$ cat config.mk
export PLATFORM = sky130hd
export DESIGN_NAME = batt_test_sched
export DESIGN_NICKNAME = d
export VERILOG_FILES = /design/src/rtl/batt_sched_pkg.sv /design/src/rtl/batt_sched_seq.sv /design/src/rtl/batt_sched_judge.sv /design/src/rtl/batt_test_sched.sv
export SDC_FILE = /design/constraint.sdc
export NUM_CORES = 1
export LEC_CHECK = 0
export BUFFER_PORTS_ARGS = -buffer_cell sky130_fd_sc_hd__buf_2
export CORE_ASPECT_RATIO = 1.1
export CORE_UTILIZATION = 55
export DETAILED_ROUTE_END_ITERATION = 12
export HOLD_SLACK_MARGIN = 0.12
export PLACE_DENSITY = 0.74
export RECOVER_POWER = 25
export SLEW_MARGIN = 20
export SYNTH_ARGS = -nofsm -noshare
export SYNTH_HDL_FRONTEND = slang
export SYNTH_HIERARCHICAL = 1
export SYNTH_SLANG_ARGS = --single-unit
$ cat constraint.sdc
create_clock -name clk -period 1.8 [get_ports clk]
set_input_delay 0.27 -clock clk [delete_from_list [all_inputs] [get_ports clk]]
set_output_delay 0.27 -clock clk [all_outputs]
set_load 0.01 [all_outputs]
$ cat src/rtl/batt_sched_pkg.sv
package batt_sched_pkg;
   typedef enum logic [1:0] {
      ST_OFF  = 2'd0,
      ST_WAIT = 2'd1,
      ST_TEST = 2'd2,
      ST_GAP  = 2'd3
   } sched_st_e;
endpackage

$ cat src/rtl/batt_sched_seq.sv
module batt_sched_seq
   import batt_sched_pkg::*;
#(
   parameter int unsigned PERIOD_CYC = 40,
   parameter int unsigned WIN_CYC    = 5
) (
   input  logic clk,
   input  logic rst_n,
   input  logic supply_ok,
   input  logic recovery_done,
   output logic in_test,
   output logic test_done,
   output logic pu_test
);
   localparam int unsigned CNT_W = $clog2(PERIOD_CYC);
   localparam logic [CNT_W-1:0] WIN_LAST = CNT_W'(WIN_CYC - 1);
   localparam logic [CNT_W-1:0] GAP_LAST = CNT_W'(PERIOD_CYC - WIN_CYC - 1);

   initial begin
      assert (WIN_CYC >= 1) else $error("WIN_CYC must be at least 1");
      assert (PERIOD_CYC > WIN_CYC) else $error("PERIOD_CYC must exceed WIN_CYC");
   end

   sched_st_e        st;
   logic [CNT_W-1:0] cnt;

   always_ff @(posedge clk or negedge rst_n) begin
      if (!rst_n) begin
         st      <= ST_OFF;
         cnt     <= '0;
         pu_test <= 1'b0;
      end else if (!supply_ok) begin
         st      <= ST_OFF;
         cnt     <= '0;
         pu_test <= 1'b0;
      end else begin
         case (st)
            ST_OFF:  st <= ST_WAIT;
            ST_WAIT: if (recovery_done) begin
               st      <= ST_TEST;
               cnt     <= '0;
               pu_test <= 1'b1;
            end
            ST_TEST: if (cnt == WIN_LAST) begin
               st      <= ST_GAP;
               cnt     <= '0;
               pu_test <= 1'b0;
            end else begin
               cnt <= cnt + 1'b1;
            end
            ST_GAP: if (cnt == GAP_LAST) begin
               st  <= ST_TEST;
               cnt <= '0;
            end else begin
               cnt <= cnt + 1'b1;
            end
            default: st <= ST_OFF;
         endcase
      end
   end

   assign in_test   = (st == ST_TEST);
   assign test_done = in_test && supply_ok && (cnt == WIN_LAST);

   // a failed supply drops the load on the next cycle
   p_load_needs_power_r8: assert property (@(posedge clk) disable iff (!rst_n)
      !supply_ok |=> !in_test);
   // leaving the wait state into a test needs the strobe
   p_start_after_strobe_r2: assert property (@(posedge clk) disable iff (!rst_n)
      (in_test && $past(st == ST_WAIT)) |-> $past(recovery_done));
   // the window closes right after its last cycle
   p_window_closes_r3: assert property (@(posedge clk) disable iff (!rst_n)
      test_done |=> !in_test);
endmodule

$ cat src/rtl/batt_sched_judge.sv
module batt_sched_judge (
   input  logic clk,
   input  logic rst_n,
   input  logic in_test,
   input  logic test_done,
   input  logic pu_test,
   input  logic batt_low,
   output logic warn
);
   logic fail_acc;
   logic verdict;

   assign verdict = fail_acc | batt_low;

   always_ff @(posedge clk or negedge rst_n) begin
      if (!rst_n) begin
         fail_acc <= 1'b0;
         warn     <= 1'b0;
      end else begin
         if (!in_test || test_done) fail_acc <= 1'b0;
         else                       fail_acc <= verdict;
         if (test_done) warn <= pu_test ? verdict : (warn | verdict);
      end
   end

   // the warning only moves at the end of a test window
   p_warn_holds_r6: assert property (@(posedge clk) disable iff (!rst_n)
      !test_done |=> $stable(warn));
   // a periodic test never clears the warning
   p_periodic_keeps_r6: assert property (@(posedge clk) disable iff (!rst_n)
      (test_done && !pu_test && warn) |=> warn);
   // low on the last window cycle always fails the test
   p_low_sets_r5: assert property (@(posedge clk) disable iff (!rst_n)
      (test_done && batt_low) |=> warn);
endmodule

$ cat src/rtl/batt_test_sched.sv
module batt_test_sched #(
   parameter int unsigned PERIOD_CYC        = 32'd2831155200,
   parameter int unsigned WIN_CYC           = 32768,
   parameter bit          RELEASE_WARN_DOWN = 1'b1
) (
   input  logic clk,
   input  logic rst_n,
   input  logic supply_ok,
   input  logic recovery_done,
   input  logic batt_low,
   output logic load_en,
   output logic warn_pull
);
   logic in_test;
   logic test_done;
   logic pu_test;
   logic warn;

   batt_sched_seq #(.PERIOD_CYC(PERIOD_CYC), .WIN_CYC(WIN_CYC)) u_seq (
      .clk           (clk),
      .rst_n         (rst_n),
      .supply_ok     (supply_ok),
      .recovery_done (recovery_done),
      .in_test       (in_test),
      .test_done     (test_done),
      .pu_test       (pu_test)
   );

   batt_sched_judge u_judge (
      .clk       (clk),
      .rst_n     (rst_n),
      .in_test   (in_test),
      .test_done (test_done),
      .pu_test   (pu_test),
      .batt_low  (batt_low),
      .warn      (warn)
   );

   assign load_en = in_test;

   generate
      if (RELEASE_WARN_DOWN) begin : g_release
         assign warn_pull = warn & supply_ok;
      end else begin : g_hold
         assign warn_pull = warn;
      end
   endgenerate

   // nothing is driven in the first cycle after reset
   p_quiet_after_reset_r1: assert property (@(posedge clk)
      $rose(rst_n) |-> (!load_en && !warn_pull));
endmodule

==> results of run 1 <==
==> cells in the final DEF (no fill, tap or decap), types with 3 or more instances in the layout <==
cell type,n
buf_4,51
dfrtp_1,37
nor2_1,34
xor2_1,19
nand4_1,17
nand2_1,15
nand3_1,9
buf_6,6
xnor2_1,6
clkbuf_4,5
buf_2,5
and3_1,5
and2_1,4
inv_1,4
nor4_4,4
or3_4,3
a21oi_1,3
o31ai_1,3
nor3_1,3
and4_1,3
==> path summary, 6_finish.rpt <==
kind                                            from                    endpoint  slack (ps)
setup / recovery           u_seq/cnt[19]$_DFFE_PN0P_   u_seq/cnt[17]$_DFFE_PN0P_        -160
min in group asynchronous                      rst_n  u_judge/fail_acc$_DFF_PN0_         600
hold reg to reg             u_judge/warn$_DFFE_PN0P_    u_judge/warn$_DFFE_PN0P_         530
setup reg to reg           u_seq/cnt[19]$_DFFE_PN0P_   u_seq/cnt[17]$_DFFE_PN0P_        -160
hold / removal                             supply_ok     u_seq/st[1]$_DFFE_PN0P_         210
max in group asynchronous                      rst_n   u_seq/cnt[22]$_DFFE_PN0P_         620
==> power groups by stage <==
| stage | clock network (uW) | logic (uW) | registers [uW] |
|---|---|---|---|
| 2_1_floorplan | 0 | 69.3 | 867 |
| 3_5_place_dp | 0 | 110 | 866 |
| 6_report | 446 | 132 | 855 |
| 4_1_cts | 453 | 116 | 850 |
| 5_1_grt | 499 | 147 | 857 |
| 3_3_place_gp | 0 | 106 | 866 |
==> through the flow <==
stage / setup slack, ps / TNS, ps / util (%) / total power [uW]
finish: -164 / -3110 / 78.9 / 1430
global route: -398 / -10980 / 78.9 / 1500
CTS: -27.9 / -48.9 / 75.4 / 1420
detailed placement: -137 / -2390 / 69.8 / 976
global placement: -134 / -2570 / 69.8 / 972
floorplan: -25.2 / -485 / - / 936
==> final cells by class <==
type,count,area (um2)
fill,204,721
multi-input combinational,163,1150
tap,48,60.1
sequential,37,926
inverter,4,15.0
timing repair buffer,64,490
clock buffer,7,55.1
==> registers in the layout, indices dropped and copies added (netlist names) <==
signal            cells
u_seq/st              2
u_judge/warn          1
u_judge/fail_acc      1
u_seq/pu_test         1
u_seq/cnt            32
==> cell families (layout without fill, tap and decap cells) <==
family	count (synthesis)	after routing
AND/OR/NAND/NOR	116	116
flip-flops	37	37
XOR/XNOR	25	25
AO/OA/AOI/OAI	21	21
buffers and inverters	9	75
adder cells (fa/ha/maj)	1	1
==> per-layer routing <==
metal / share of wire [%] / GRT usage, % / vias to the layer above
met5: 0 / 0 / -
met4: 3.6 / 14.5 / 0
met3: 6.9 / 6.50 / 28
met2: 51 / 50.4 / 120
met1: 39 / 32.7 / 973
li1: - / - / 883
==> timing repair <==
| item | CTS | global route |
|---|---|---|
| hold endpoints to repair | 37 | 0 |
| hold buffers | 1 | 0 |
| setup endpoints to repair | 33 | 36 |
| pin swaps | 6 | 11 |
| setup buffers | 10 | 5 |
| resized for setup | 10 | 14 |
==> run_results.csv, run 1 <==
group,metric,value,unit
drt,ant_nets,0,
power,seqPwrFrac,59.6,%
clock_network,clk_latency,340,ps
setup_path,endpoint_kind,"flip-flop",
power,p_per_area,532,nW/um2
timing,period_share,109,%
power,p_int,1080,uW
drt,drtIter0Drc,191,
drt,wire_per_inst,18.1,um
synth,netlist_instances,209,
drt,viasPerCell,6.20,
synth,muxShareOfSynthArea,0,%
setup_path,crit_path_cell_trace,"nand4_1 -> or3_4 -> a211oi_4 -> buf_4 -> nor4b_1 -> a221o_1",
global_route,grt_overflow_total,0,
power,peakVddDrop,0.368,mV
setup_path,critPathSlowestCell,"or3_4",
synth,synthAdderAreaFrac,0.618,%
synth,synth_compound_area_share,8.47,%
timing,holdWs,211,ps
job,maxCapViolCount,0,
cells_and_area,syn_to_final_growth,33.0,%
floorplan,ios,7,
place,io_buffers,6,
floorplan,start_util,59.3,%
clock_network,path_clk_slew,110,ps
synth,yosys_most_used_dff,"dfrtp_1",
global_route,track_usage,29.0,%
clock_network,cts_made_buffers,5,
synth,synth-xor-area-share,10.8,%
setup_path,critPathMaxStageDelay,450,ps
timing,max_freq,509,MHz
cells_and_area,instances_no_fill,323,
setup_path,cpLargestDelayFamily,"simple AND/OR/NAND/NOR gates",
synth,synth_top_cell_by_area,"dfrtp_1",
timing,hold_violations,0,
place,hpwl,3380,um
floorplan,core.rowCount,22,
setup_path,path_buf_inv,1,
synth,synth_edf_count,0,
clock_network,clock_sinks,37,
cells_and_area,fin_nets,281,
synth,synth_top_family_by_area,"simple AND/OR/NAND/NOR gates",
synth,synth_area,2020,um2
global_route,grt_max_degree,38,
setup_path,cp.depth,6,
synth,yosys.area_share.simple,30.6,%
global_route,antenna_found_initial,0,
clock_network,cts_buffer_depth,2,
timing,min_period,1960,ps
cells_and_area,design_area,2690,um2
timing,setup_viol,31,
synth,netlist-cell-type-count,39,
synth,ys_seq_area_share,45.7,%
clock_network,cts_tree,"yes",
cells_and_area,drive_above_1_share,33.1,%
synth,synthArstFlopShare,100,%
worst_hold_path,holdCritPathClass,"in -> reg",
drt,vias,2004,
timing,fin_skew,15.5,ps
power,p_sw,355,uW
place,post_dp_cell_area,2380,um2
synth,synth.area.top_cells,"dfrtp_1, xor2_1, nor2_1, nand4_1, nand2_1",
floorplan,fp.dieH,65.6,um
synth,synth_common_cells,"dfrtp_1, nor2_1, xor2_1, nand4_1, nand2_1",
synth,synth_seq_cells,37,
power,p_clk_share,31.2,%
worst_hold_path,whs_path_depth,2,
synth,synth_nets,215,
timing,slew_headroom,39.9,%
cells_and_area,antenna_cells,0,
timing,rsz0062_at_grt,"true",
clock_network,cts_root_buffer,"clkbuf_4",
synth,avgSynthCellArea,9.69,um2
drt,route.detailed.drc,0,
status,outcome,"complete, but fails checks",
floorplan,dieWidth,59.8,um
floorplan,die-area,3930,um2
setup_path,reg2regPathDepth,6,
power,switching_share,24.8,%
setup_path,cp.required,2030,ps
place,routabilityCongestion,0.859,
timing,worst_slew_pin_slew,902,ps
floorplan,coreArea,3410,um2
drt,wl,5850,um
synth,yosys_warnings,6,
timing,worst_slack,-164,ps
place,dp_cells,300,
drt,dr.pass1.iters,5,
timing,drv_slew,0,
setup_path,cp_max_fo,4,
power,leakage,0.00121,uW
status,violations,"setup timing",
clock_network,htree_levels,2,
synth,yosysTopAreaCellShare,45.7,%
synth,yosysMostFrequentCell,"dfrtp_1",
setup_path,cp.arrival,2190,ps
global_route,grt_pass1_vias,1890,
global_route,grt_pass1_wl,8290,um
setup_path,startpoint_type,"flip-flop",
power,combPwrFrac,9.2,%
setup_path,critical_path_class,"reg -> reg",
Power figures use the tool's default switching activity.
==> inputs of run 2 (changes only) <==
--- a/config.mk
+++ b/config.mk
@@ -12,6 +12,7 @@
 export HOLD_SLACK_MARGIN = 0.12
 export PLACE_DENSITY = 0.74
 export RECOVER_POWER = 25
+export REMOVE_ABC_BUFFERS = 1
 export SLEW_MARGIN = 20
 export SYNTH_ARGS = -nofsm -noshare
 export SYNTH_HDL_FRONTEND = slang
==> run_results.csv, run 2 (same netlist as run 1, synthesis figures left out) <==
group,metric,value,unit
status,outcome,"complete, but fails checks",
status,violations,"setup timing",
drt,route.detailed.drc,0,
drt,dr.pass1.iters,4,
clock_network,clk_latency,350,ps
worst_hold_path,holdCritPathClass,"in -> reg",
drt,drtIter0Drc,195,
timing,rsz0062_at_grt,"true",
clock_network,cts_buffer_depth,2,
cells_and_area,largest_reg_flops,32,
worst_hold_path,worstHoldEndpoint,"u_seq/st[1]$_DFFE_PN0P_",
setup_path,r2r-start,"u_seq/st[0]$_DFFE_PN0P_",
global_route,grt-busiest-layer,"met2",
timing,setup_viol,32,
worst_hold_path,whs_path_depth,2,
job,maxCapViolCount,0,
setup_path,cp.arrival,2180,ps
worst_hold_path,holdCritStartpoint,"supply_ok",
place,hpwl,3580,um
cells_and_area,antenna_cells,0,
timing,drv_slew,0,
floorplan,ios,7,
cells_and_area,final_common_cell,"buf_4",
power,p_per_area,521,nW/um2
timing,worst_slack,-146,ps
drt,ant_nets,0,
floorplan,coreArea,3410,um2
setup_path,cp.required,2040,ps
setup_path,r2r_end,"u_seq/cnt[10]$_DFFE_PN0P_",
global_route,grtUsageMet3,8.86,%
power,peakVddDrop,0.407,mV
timing,period_share,108,%
cells_and_area,syn_to_final_growth,35.3,%
setup_path,startpoint_type,"flip-flop",
timing,fin_skew,10.9,ps
setup_path,endpoint_kind,"flip-flop",
global_route,grt_overflow_total,0,
timing,min_period,1950,ps
cells_and_area,fin_nets,281,
clock_network,cts_root_buffer,"clkbuf_4",
place,pre_cts_slack,-112,ps
setup_path,critical_path_class,"reg -> reg",
clock_network,htree_levels,2,
cells_and_area,finish.utilization,80.2,%
clock_network,clock_sinks,37,
cells_and_area,largest_register,"u_seq/cnt",
global_route,met2_usage,53.5,%
cells_and_area,top_regs,"u_seq/cnt x32, u_seq/st x2",
global_route,grt_pass1_vias,2012,
setup_path,cp-startpoint,"u_seq/st[0]$_DFFE_PN0P_",
clock_network,cts_tree,"yes",
clock_network,path_clk_slew,110,ps
cells_and_area,nFillCells,209,
floorplan,core.rowCount,22,
place,io_buffers,6,
drt,wire_per_inst,18.1,um
global_route,track_usage,32.7,%
cells_and_area,drive_above_1_share,41.3,%
timing,slew_headroom,40.2,%
global_route,grt_pass1_wl,9260,um
floorplan,dieWidth,59.8,um
timing,hold_violations,0,
setup_path,cp_max_fo,7,
floorplan,start_util,59.3,%
drt,viasPerCell,6.06,
power,leakage,0.00118,uW
clock_network,cts_made_buffers,5,
floorplan,fp.dieH,65.6,um
timing,worst_slew_pin_slew,897,ps
global_route,antenna_found_initial,0,
drt,vias,1963,
global_route,grt_max_degree,38,
place,routabilityCongestion,0.896,
floorplan,die-area,3930,um2
global_route,use_met1,37.8,%
drt,wl,5880,um
setup_path,reg2regPathDepth,6,
timing,max_freq,514,MHz
cells_and_area,final_cell_mix,"buf_4, dfrtp_1, nor2_1, xor2_1, nand4_1",
setup_path,reg2reg_slack,-150,ps
run 2: cell types whose count changed in the layout (fill, tap and decap cells not counted), sizes merged:
cell / delta
clkbuf: -1
clkinv: +2
run 2: power by group:
group	switching, uW	total [uW]	internal [uW]
clock	274	422	149
sequential	11.1	853	842
combinational	91.4	151	59.7
total	376	1430	1050
run 2: through the flow:
step	TNS, ps	hold slack [ps]	area, um2	instances	power, uW
final	-3840	189	2740	324	1430
after global routing	-5770	187	2740	324	1490
after CTS	-1300	168	2620	320	1420
after detailed placement	-3010	399	2410	305	975
after global placement	-2080	377	2410	305	970
after floorplan	-8890	-25.6	1960	204	917
run 2: worst max path at each step:
stage / endpoint / slack, ps / cells past startpoint
5_1_grt: u_seq/cnt[23]$_DFFE_PN0P_ / -200 / 6
4_1_cts: u_seq/cnt[23]$_DFFE_PN0P_ / -50 / 8
2_1_floorplan: u_seq/cnt[27]$_DFFE_PN0P_ / -410 / 5
3_3_place_gp: u_seq/cnt[14]$_DFFE_PN0P_ / -80 / 8
6_report: u_seq/cnt[10]$_DFFE_PN0P_ / -150 / 6
3_5_place_dp: u_judge/warn$_DFFE_PN0P_ / -110 / 6
run 2: layout make-up:
class	instances	area (um2)	area share, %
Tap cell	48	60.1	2.19
Timing Repair Buffer	64	498	18.2
Clock buffer	6	41.3	1.51
Clock inverter	2	10.0	0.365
Inverter	4	15.0	0.548
Sequential cell	37	926	33.8
Multi-Input combinational cell	163	1190	43.4
run 2: critical path, stage by stage (launching register included):
cell and delay, ps:
dfrtp_1 430, nor4_2 340, nand3_1 240, a211oi_4 390
a21o_4 230, buf_8 160, nor2_2 50
run 2: per-layer routing:
| layer | routed length [um] | up-vias |
|---|---|---|
| li1 | - | 883 |
| met1 | 2320 | 960 |
| met2 | 3020 | 91 |
| met3 | 347 | 29 |
| met4 | 187 | 0 |
| met5 | 0 | - |
run 2: repair_timing:
action | in CTS | in global routing
cloned | 2 | 0
resized for setup | 28 | 22
hold buffers | 1 | 0
endpoints found under the setup margin | 33 | 34
setup buffers | 4 | 6
endpoints found under the hold margin | 37 | 0
pin swaps | 20 | 9
